[src/rtl/dual_cmp_pkg.sv]
package dual_cmp_pkg;

  typedef enum logic [1:0] {
    PH_SELFTEST = 2'd0,
    PH_RUN      = 2'd1,
    PH_SAFE     = 2'd2
  } phase_t;

  // Stimulus word number idx of the power-on test, before width trimming
  function automatic logic [31:0] pat_word(input logic [31:0] seed,
                                           input logic [31:0] step,
                                           input int unsigned idx);
    return seed + step * 32'(idx);
  endfunction

endpackage

[src/rtl/dcmp_selftest.sv]
module dcmp_selftest #(
  parameter int          DW       = 12,
  parameter int          N_PAT    = 4,
  parameter logic [31:0] PAT_SEED = 32'h0A5,
  parameter logic [31:0] PAT_STEP = 32'h111,
  parameter logic [31:0] EXP_MASK = 32'hFFFF_FFFF
) (
  input  logic          clk,
  input  logic          rst_n,
  input  logic          en,
  input  logic          a_valid,
  input  logic [DW-1:0] a_data,
  input  logic          b_valid,
  input  logic [DW-1:0] b_data,
  output logic          tp_valid,
  output logic [DW-1:0] tp_data,
  output logic          st_pass,
  output logic          st_fail
);
  import dual_cmp_pkg::*;

  localparam int IW = (N_PAT > 1) ? $clog2(N_PAT) : 1;
  localparam logic [IW-1:0] LAST = IW'(N_PAT - 1);

  logic [DW-1:0] pat_tab [N_PAT];
  logic [DW-1:0] exp_tab [N_PAT];

  for (genvar g = 0; g < N_PAT; g++) begin : g_tab
    localparam logic [31:0] PW = pat_word(PAT_SEED, PAT_STEP, g);
    localparam logic [31:0] EW = PW ^ EXP_MASK;
    assign pat_tab[g] = PW[DW-1:0];
    assign exp_tab[g] = EW[DW-1:0];
  end

  logic [IW-1:0] idx;
  logic          a_got, b_got;
  logic [DW-1:0] a_hold, b_hold;

  logic          a_have, b_have, check, ok;
  logic [DW-1:0] a_res, b_res;

  always_comb begin
    a_have = a_got | a_valid;
    b_have = b_got | b_valid;
    a_res  = a_got ? a_hold : a_data;
    b_res  = b_got ? b_hold : b_data;
    check  = en && a_have && b_have;
    ok     = (a_res == exp_tab[idx]) && (b_res == exp_tab[idx]);
  end

  assign st_fail  = check && !ok;
  assign st_pass  = check && ok && (idx == LAST);
  assign tp_valid = en;
  assign tp_data  = en ? pat_tab[idx] : '0;

  always_ff @(posedge clk or negedge rst_n) begin
    if (!rst_n) begin
      idx    <= '0;
      a_got  <= 1'b0;
      b_got  <= 1'b0;
      a_hold <= '0;
      b_hold <= '0;
    end else if (!en) begin
      a_got <= 1'b0;
      b_got <= 1'b0;
    end else if (check) begin
      a_got <= 1'b0;
      b_got <= 1'b0;
      if (ok && idx != LAST) idx <= idx + 1'b1;
    end else begin
      if (a_valid && !a_got) begin
        a_got  <= 1'b1;
        a_hold <= a_data;
      end
      if (b_valid && !b_got) begin
        b_got  <= 1'b1;
        b_hold <= b_data;
      end
    end
  end

  // the stimulus word only changes once a pattern has been checked
  assert_hold_pattern_R3: assert property (@(posedge clk) disable iff (!rst_n)
    (en && !check) |=> (!tp_valid || tp_data == $past(tp_data)));

  // a pattern never passes and fails at once
  assert_pass_fail_excl_R3: assert property (@(posedge clk) disable iff (!rst_n)
    !(st_pass && st_fail));

endmodule

[src/rtl/dcmp_xcheck.sv]
module dcmp_xcheck #(
  parameter int DW = 12
) (
  input  logic          clk,
  input  logic          rst_n,
  input  logic          en,
  input  logic          a_valid,
  input  logic [DW-1:0] a_data,
  input  logic          b_valid,
  input  logic [DW-1:0] b_data,
  output logic          fault,
  output logic [DW-1:0] hold_data
);

  logic both, lone, differ;

  always_comb begin
    both   = a_valid && b_valid;
    lone   = a_valid ^ b_valid;
    differ = both && (a_data != b_data);
    fault  = en && (lone || differ);
  end

  always_ff @(posedge clk or negedge rst_n) begin
    if (!rst_n)            hold_data <= '0;
    else if (fault)        hold_data <= '0;
    else if (en && both)   hold_data <= a_data;
  end

  // agreeing results are carried to the hold register
  assert_update_on_match_R6: assert property (@(posedge clk) disable iff (!rst_n)
    (en && a_valid && b_valid && a_data == b_data) |=> hold_data == $past(a_data));

  // idle cycles keep the value
  assert_idle_holds_R9: assert property (@(posedge clk) disable iff (!rst_n)
    (!a_valid && !b_valid) |=> $stable(hold_data));

endmodule

[src/rtl/dcmp_phase.sv]
module dcmp_phase (
  input  logic                  clk,
  input  logic                  rst_n,
  input  logic                  st_pass,
  input  logic                  st_fail,
  input  logic                  run_fault,
  output dual_cmp_pkg::phase_t  phase
);
  import dual_cmp_pkg::*;

  phase_t nxt;

  always_comb begin
    nxt = phase;
    unique case (phase)
      PH_SELFTEST: if (st_fail) nxt = PH_SAFE;
                   else if (st_pass) nxt = PH_RUN;
      PH_RUN:      if (run_fault) nxt = PH_SAFE;
      PH_SAFE:     nxt = PH_SAFE;
      default:     nxt = PH_SAFE;
    endcase
  end

  always_ff @(posedge clk or negedge rst_n) begin
    if (!rst_n) phase <= PH_SELFTEST;
    else        phase <= nxt;
  end

  // the safe phase is never left without reset
  assert_safe_sticky_R10: assert property (@(posedge clk) disable iff (!rst_n)
    (phase == PH_SAFE) |=> (phase == PH_SAFE));

endmodule

[src/rtl/dual_cmp_guard.sv]
module dual_cmp_guard #(
  parameter int          DW       = 12,
  parameter int          N_PAT    = 4,
  parameter logic [31:0] PAT_SEED = 32'h0A5,
  parameter logic [31:0] PAT_STEP = 32'h111,
  parameter logic [31:0] EXP_MASK = 32'hFFFF_FFFF
) (
  input  logic          clk,
  input  logic          rst_n,
  input  logic          a_valid,
  input  logic [DW-1:0] a_data,
  input  logic          b_valid,
  input  logic [DW-1:0] b_data,
  output logic          tp_valid,
  output logic [DW-1:0] tp_data,
  output logic          act_on,
  output logic [DW-1:0] act_data,
  output logic          irq
);
  import dual_cmp_pkg::*;

  phase_t        phase;
  logic          st_pass, st_fail, run_fault;
  logic [DW-1:0] hold_data;

  dcmp_selftest #(
    .DW(DW), .N_PAT(N_PAT), .PAT_SEED(PAT_SEED),
    .PAT_STEP(PAT_STEP), .EXP_MASK(EXP_MASK)
  ) u_selftest (
    .clk(clk), .rst_n(rst_n), .en(phase == PH_SELFTEST),
    .a_valid(a_valid), .a_data(a_data),
    .b_valid(b_valid), .b_data(b_data),
    .tp_valid(tp_valid), .tp_data(tp_data),
    .st_pass(st_pass), .st_fail(st_fail)
  );

  dcmp_xcheck #(.DW(DW)) u_xcheck (
    .clk(clk), .rst_n(rst_n), .en(phase == PH_RUN),
    .a_valid(a_valid), .a_data(a_data),
    .b_valid(b_valid), .b_data(b_data),
    .fault(run_fault), .hold_data(hold_data)
  );

  dcmp_phase u_phase (
    .clk(clk), .rst_n(rst_n),
    .st_pass(st_pass), .st_fail(st_fail), .run_fault(run_fault),
    .phase(phase)
  );

  assign act_on   = (phase == PH_RUN);
  assign act_data = act_on ? hold_data : '0;
  assign irq      = (phase == PH_SAFE);

  // no actuator drive while stimulus is offered
  assert_off_in_test_R2: assert property (@(posedge clk) disable iff (!rst_n)
    tp_valid |-> (!act_on && act_data == '0));

  // a failed pattern leads to the safe phase
  assert_test_fail_safe_R4: assert property (@(posedge clk) disable iff (!rst_n)
    st_fail |=> (irq && !act_on && !tp_valid));

  // the last passing pattern opens normal operation
  assert_test_pass_run_R5: assert property (@(posedge clk) disable iff (!rst_n)
    st_pass |=> (act_on && !tp_valid));

  // the interrupt always comes with the output switched off
  assert_irq_gates_out_R7: assert property (@(posedge clk) disable iff (!rst_n)
    irq |-> (!act_on && act_data == '0));

  // a lone strobe in normal operation trips the interrupt
  assert_lone_valid_R8: assert property (@(posedge clk) disable iff (!rst_n)
    (act_on && (a_valid ^ b_valid)) |=> irq);

  // the interrupt stays raised
  assert_irq_latched_R10: assert property (@(posedge clk) disable iff (!rst_n)
    irq |=> irq);

endmodule

[config.mk]
export PLATFORM = sky130hd
export DESIGN_NAME = dual_cmp_guard
export DESIGN_NICKNAME = d
export VERILOG_FILES = /design/src/rtl/dual_cmp_pkg.sv /design/src/rtl/dcmp_selftest.sv /design/src/rtl/dcmp_xcheck.sv /design/src/rtl/dcmp_phase.sv /design/src/rtl/dual_cmp_guard.sv
export SDC_FILE = /design/constraint.sdc
export NUM_CORES = 1
export LEC_CHECK = 0
export BUFFER_PORTS_ARGS = -buffer_cell sky130_fd_sc_hd__buf_2
export CAP_MARGIN = 15
export CORE_MARGIN = 2
export CORE_UTILIZATION = 33
export CTS_CLUSTER_SIZE = 28
export DETAILED_ROUTE_END_ITERATION = 10
export PLACE_DENSITY = 0.57
export SKIP_CTS_REPAIR_TIMING = 1
export SYNTH_ARGS = -nofsm -noshare
export SYNTH_HDL_FRONTEND = slang
export SYNTH_SLANG_ARGS = --single-unit
[constraint.sdc]
create_clock -name clk -period 2.2 [get_ports clk]
set_input_delay 0.33 -clock clk [delete_from_list [all_inputs] [get_ports clk]]
set_output_delay 0.33 -clock clk [all_outputs]
set_load 0.05 [all_outputs]
==> qor.txt <==
CRITICAL PATH
------------------------------------------------------------------------------------------------------
Crit path kind .......................................................................... flip-flop to flip-flop
Peak fanout along the critical path .....................................................            7
R2R Setup Slk ...........................................................................     -0.02 ns
Critical Path Sink Type .................................................................    flip-flop
Required time worst endpoint ............................................................      2.38 ns
Arrival time reported for the critical path endpoint ....................................      2.40 ns
Reg-to-reg critical path endpoint ....................................................... u_selftest.idx[1]
Category of the worst setup path launch point ...........................................    flip-flop
Path depth of the worst reg2reg path ....................................................            6
Launch instance of the worst register-to-register path .................................. u_selftest.b_got

WORST HOLD PATH
------------------------------------------------------------------------------------------------------
Hold crit path type ..................................................................... primary input to flip-flop
Worst hold path endpoint ................................................................ u_selftest.b_got
Hold wc startpoint ......................................................................      a_valid
Worst Hold Path Cells ...................................................................            2

FINISH
------------------------------------------------------------------------------------------------------
Final #Nets .............................................................................          340
Layout filler cell count ................................................................          744
P&R area growth vs syn ..................................................................        25.8%
Most common cell after layout, fill and taps aside ......................................        buf_2
Non-filler cells, final .................................................................          406
Fraction of final layout cells sized beyond drive strength 1 ............................        42.3%
Commonest non-fill, non-tap cells in the layout ......................................... buf_2 (52), dfrtp_1 (40), buf_4 (27)
Final Core Density ......................................................................        42.8%
Number of diodes ........................................................................            0

SYNTH
------------------------------------------------------------------------------------------------------
Cells after Synth .......................................................................          234
Dominant cell type by area after synthesis ..............................................      dfrtp_1
Top-area cell type share of the netlist area ............................................        42.6%
Combined area of all synthesized cells ..................................................    2470 um^2
Warnings from Yosys .....................................................................            0
Post-synthesis register bit count .......................................................           42
Average cell area after synthesis .......................................................    10.6 um^2
Area contributors post-synth ............................................................ dfrtp_1 (43%), mux2_2 (11%), nand2_1 (4.0%)
Proportion of synthesized chip area in sequential cells .................................        42.6%
Number of distinct library cells after synthesis ........................................           42

TIMING
------------------------------------------------------------------------------------------------------
Max Freq ................................................................................      450 MHz
Minimum clock period ....................................................................      2.22 ns
Hold violation count in the final report ................................................            0
Slew Viols, Final .......................................................................            0
Hold slack final ........................................................................     0.252 ns
Worst setup slack after layout ..........................................................   -0.0225 ns
RSZ-0062 raised after global routing ....................................................          yes
Final setup skew ........................................................................   0.00588 ns
Period utilisation layout ...............................................................         101%
Number of endpoints failing setup at the final stage ....................................            1

ROUTING
------------------------------------------------------------------------------------------------------
DR vias .................................................................................         1959
Via density per instance ................................................................         4.83
Starting DRC count in detailed routing ..................................................           84
DRC viols ...............................................................................            0
Count of antenna-violating nets left after detailed routing .............................            0
Average routed wire per standard cell ...................................................      14.3 um
DRT Wirelength ..........................................................................      5820 um
Pre-Repair DR Iteration Count ...........................................................            4

PLACEMENT
------------------------------------------------------------------------------------------------------
DPL Wire Length .........................................................................      4640 um
Port bufs ...............................................................................           52
Cells after DPL .........................................................................          397
Final weighted congestion in routability-driven placement ...............................        0.889

GRT
------------------------------------------------------------------------------------------------------
Via count of the first global-routing pass ..............................................         1979
Global-route wire length before repair ..................................................      9760 um
Antenna violations before repair ........................................................            0
GRT Overall Usage .......................................................................        14.8%
Largest net degree at the start of global routing .......................................           25
Overflow after GRT ......................................................................            0

FLOORPLANNING
------------------------------------------------------------------------------------------------------
Area of the placeable core ..............................................................    7250 um^2
Io pins .................................................................................           55
Floorplan die area ......................................................................    8190 um^2
Std-Cell Rows ...........................................................................           31
Die outline width .......................................................................      90.5 um
Vertical extent of the die ..............................................................      90.5 um
Starting Density ........................................................................        34.1%

RUN STATUS
------------------------------------------------------------------------------------------------------
Status .................................................................................. finished, violations left
Violated checks ......................................................................... setup timing

POWER AND IR DROP
------------------------------------------------------------------------------------------------------
Switching power summed over all nets ....................................................     0.677 mW
Clock share of power ....................................................................        22.1%
Static Leakage ..........................................................................      1.39 nW
Sequential share of power ...............................................................        50.5%
Highest ir drop seen on vdd .............................................................     0.252 mV
Logic pwr share .........................................................................        27.4%
Switching portion of total power ........................................................        31.7%
Internal Power ..........................................................................      1.46 mW
Power density cells .....................................................................  687 nW/um^2
Overall power ...........................................................................      2.13 mW

CLOCK NETWORK
------------------------------------------------------------------------------------------------------
Clock Path Buffers ......................................................................            2
CTS Root Buffer Type ....................................................................     clkbuf_8
Clock latency on the worst-skew pair ....................................................      0.29 ns
Clock sinks .............................................................................           42
Clock tree from TritonCTS ...............................................................          yes
Total clock buffers created by CTS ......................................................            5
Clock transition at the register clock pins on the worst setup and hold paths after CTS .      0.07 ns
Max H-tree Level ........................................................................            2

JOB
------------------------------------------------------------------------------------------------------
Max-capacitance violation count .........................................................            0

-- state kept, by name (all words and copies together) (netlist names) --
| name | flops |
|---|---|
| u_phase.phase | 2 |
| u_selftest.a_got | 1 |
| u_selftest.a_hold | 12 |
| u_selftest.b_got | 1 |
| u_selftest.b_hold | 12 |
| u_selftest.idx | 2 |
| u_xcheck.hold_data | 12 |
-- how the worst max path moves through the flow --
stage,startpoint,endpoint,slack (ns),cells after the start
after global routing,u_selftest.b_got,u_selftest.idx[1],-0.12,7
after CTS,u_selftest.b_got,u_selftest.idx[1],-0.1,7
after global placement,u_selftest.b_got,u_selftest.idx[1],-0.05,6
after detailed placement,u_selftest.b_got,u_selftest.idx[1],-0.08,6
after floorplan,u_phase.phase[1],tp_data[8],0.005,4
final,u_selftest.b_got,u_selftest.idx[1],-0.02,6
-- stage by stage --
stage / cell area [um^2] / setup slack (ns) / TNS, ns
floorplan: 2470 / 0.00548 / 0
global placement: 2970 / -0.0526 / -0.0526
detailed placement: 2970 / -0.0774 / -0.116
CTS: 3050 / -0.0996 / -0.154
global route: 3110 / -0.118 / -0.217
finish: 3110 / -0.0225 / -0.0225
-- cell usage after synthesis --
library cell and number:
nor4_2 1, dfrtp_1 42, a31oi_1 1, ha_1 5
conb_1 1, nand3b_1 3, nor4_1 3, mux2_4 3
o21ai_0 15, nand3_1 7, and4bb_4 1, a22oi_1 2
or3_1 2, buf_4 7, or2_2 1, nand4_1 4
o211ai_1 1, nand2b_1 3, nor4b_2 1, inv_1 3
buf_2 1, a2111oi_4 1, o21ai_1 1, mux2i_1 9
nand2_1 26, xor2_1 5, nor3_1 3, buf_6 2
nor2_1 11, and3_1 2, mux2_1 3, nand4b_1 2
nor2b_1 4, a221o_1 1, mux2_2 25, mux4_2 1
clkbuf_1 4, a221oi_1 1, and2_1 14, xnor2_1 8
o32ai_1 2, buf_1 2
-- kinds of logic after synthesis --
kind of cell / synth area share [%]
other: 0.152
XOR/XNOR: 4.61
AO/OA/AOI/OAI: 6.99
multiplexers: 19.1
flip-flops: 42.6
adder cells (fa/ha/maj): 2.53
buffers and inverters: 4.61
AND/OR/NAND/NOR: 19.4
-- power by group through the flow --
stage / registers, mW / logic [mW] / clock network (mW)
floorplan: 1.05 / 0.444 / 0
detailed placement: 1.09 / 0.579 / 0
global route: 1.10 / 0.635 / 0.533
global placement: 1.08 / 0.568 / 0
finish: 1.08 / 0.585 / 0.472
CTS: 1.07 / 0.579 / 0.492
-- critical path, stage by stage, from the launching register on --
cell	delay (ns)
dfrtp_2	0.47
mux2_4	0.34
nor4b_4	0.27
nand3_2	0.11
a2111oi_4	0.34
and4bb_4	0.29
mux2_4	0.29
-- routing by layer --
layer / wire length (um) / share of wire, % / global-route usage [%]
met1: 2700 / 46 / 19.0
met2: 2770 / 48 / 24.1
met3: 290 / 5.0 / 4.67
met5: 0 / 0 / 0
met4: 58 / 1.0 / 3.97
-- layout make-up --
class	count	area, um^2	area share, %
multi-input combinational	174	1350	43.3
sequential	42	1050	33.9
timing repair buffer	81	493	15.9
tap	99	124	3.99
clock buffer	5	68.8	2.22
inverter	3	11.3	0.362
clock inverter	2	10.0	0.322
Power figures use the tool's default switching activity.
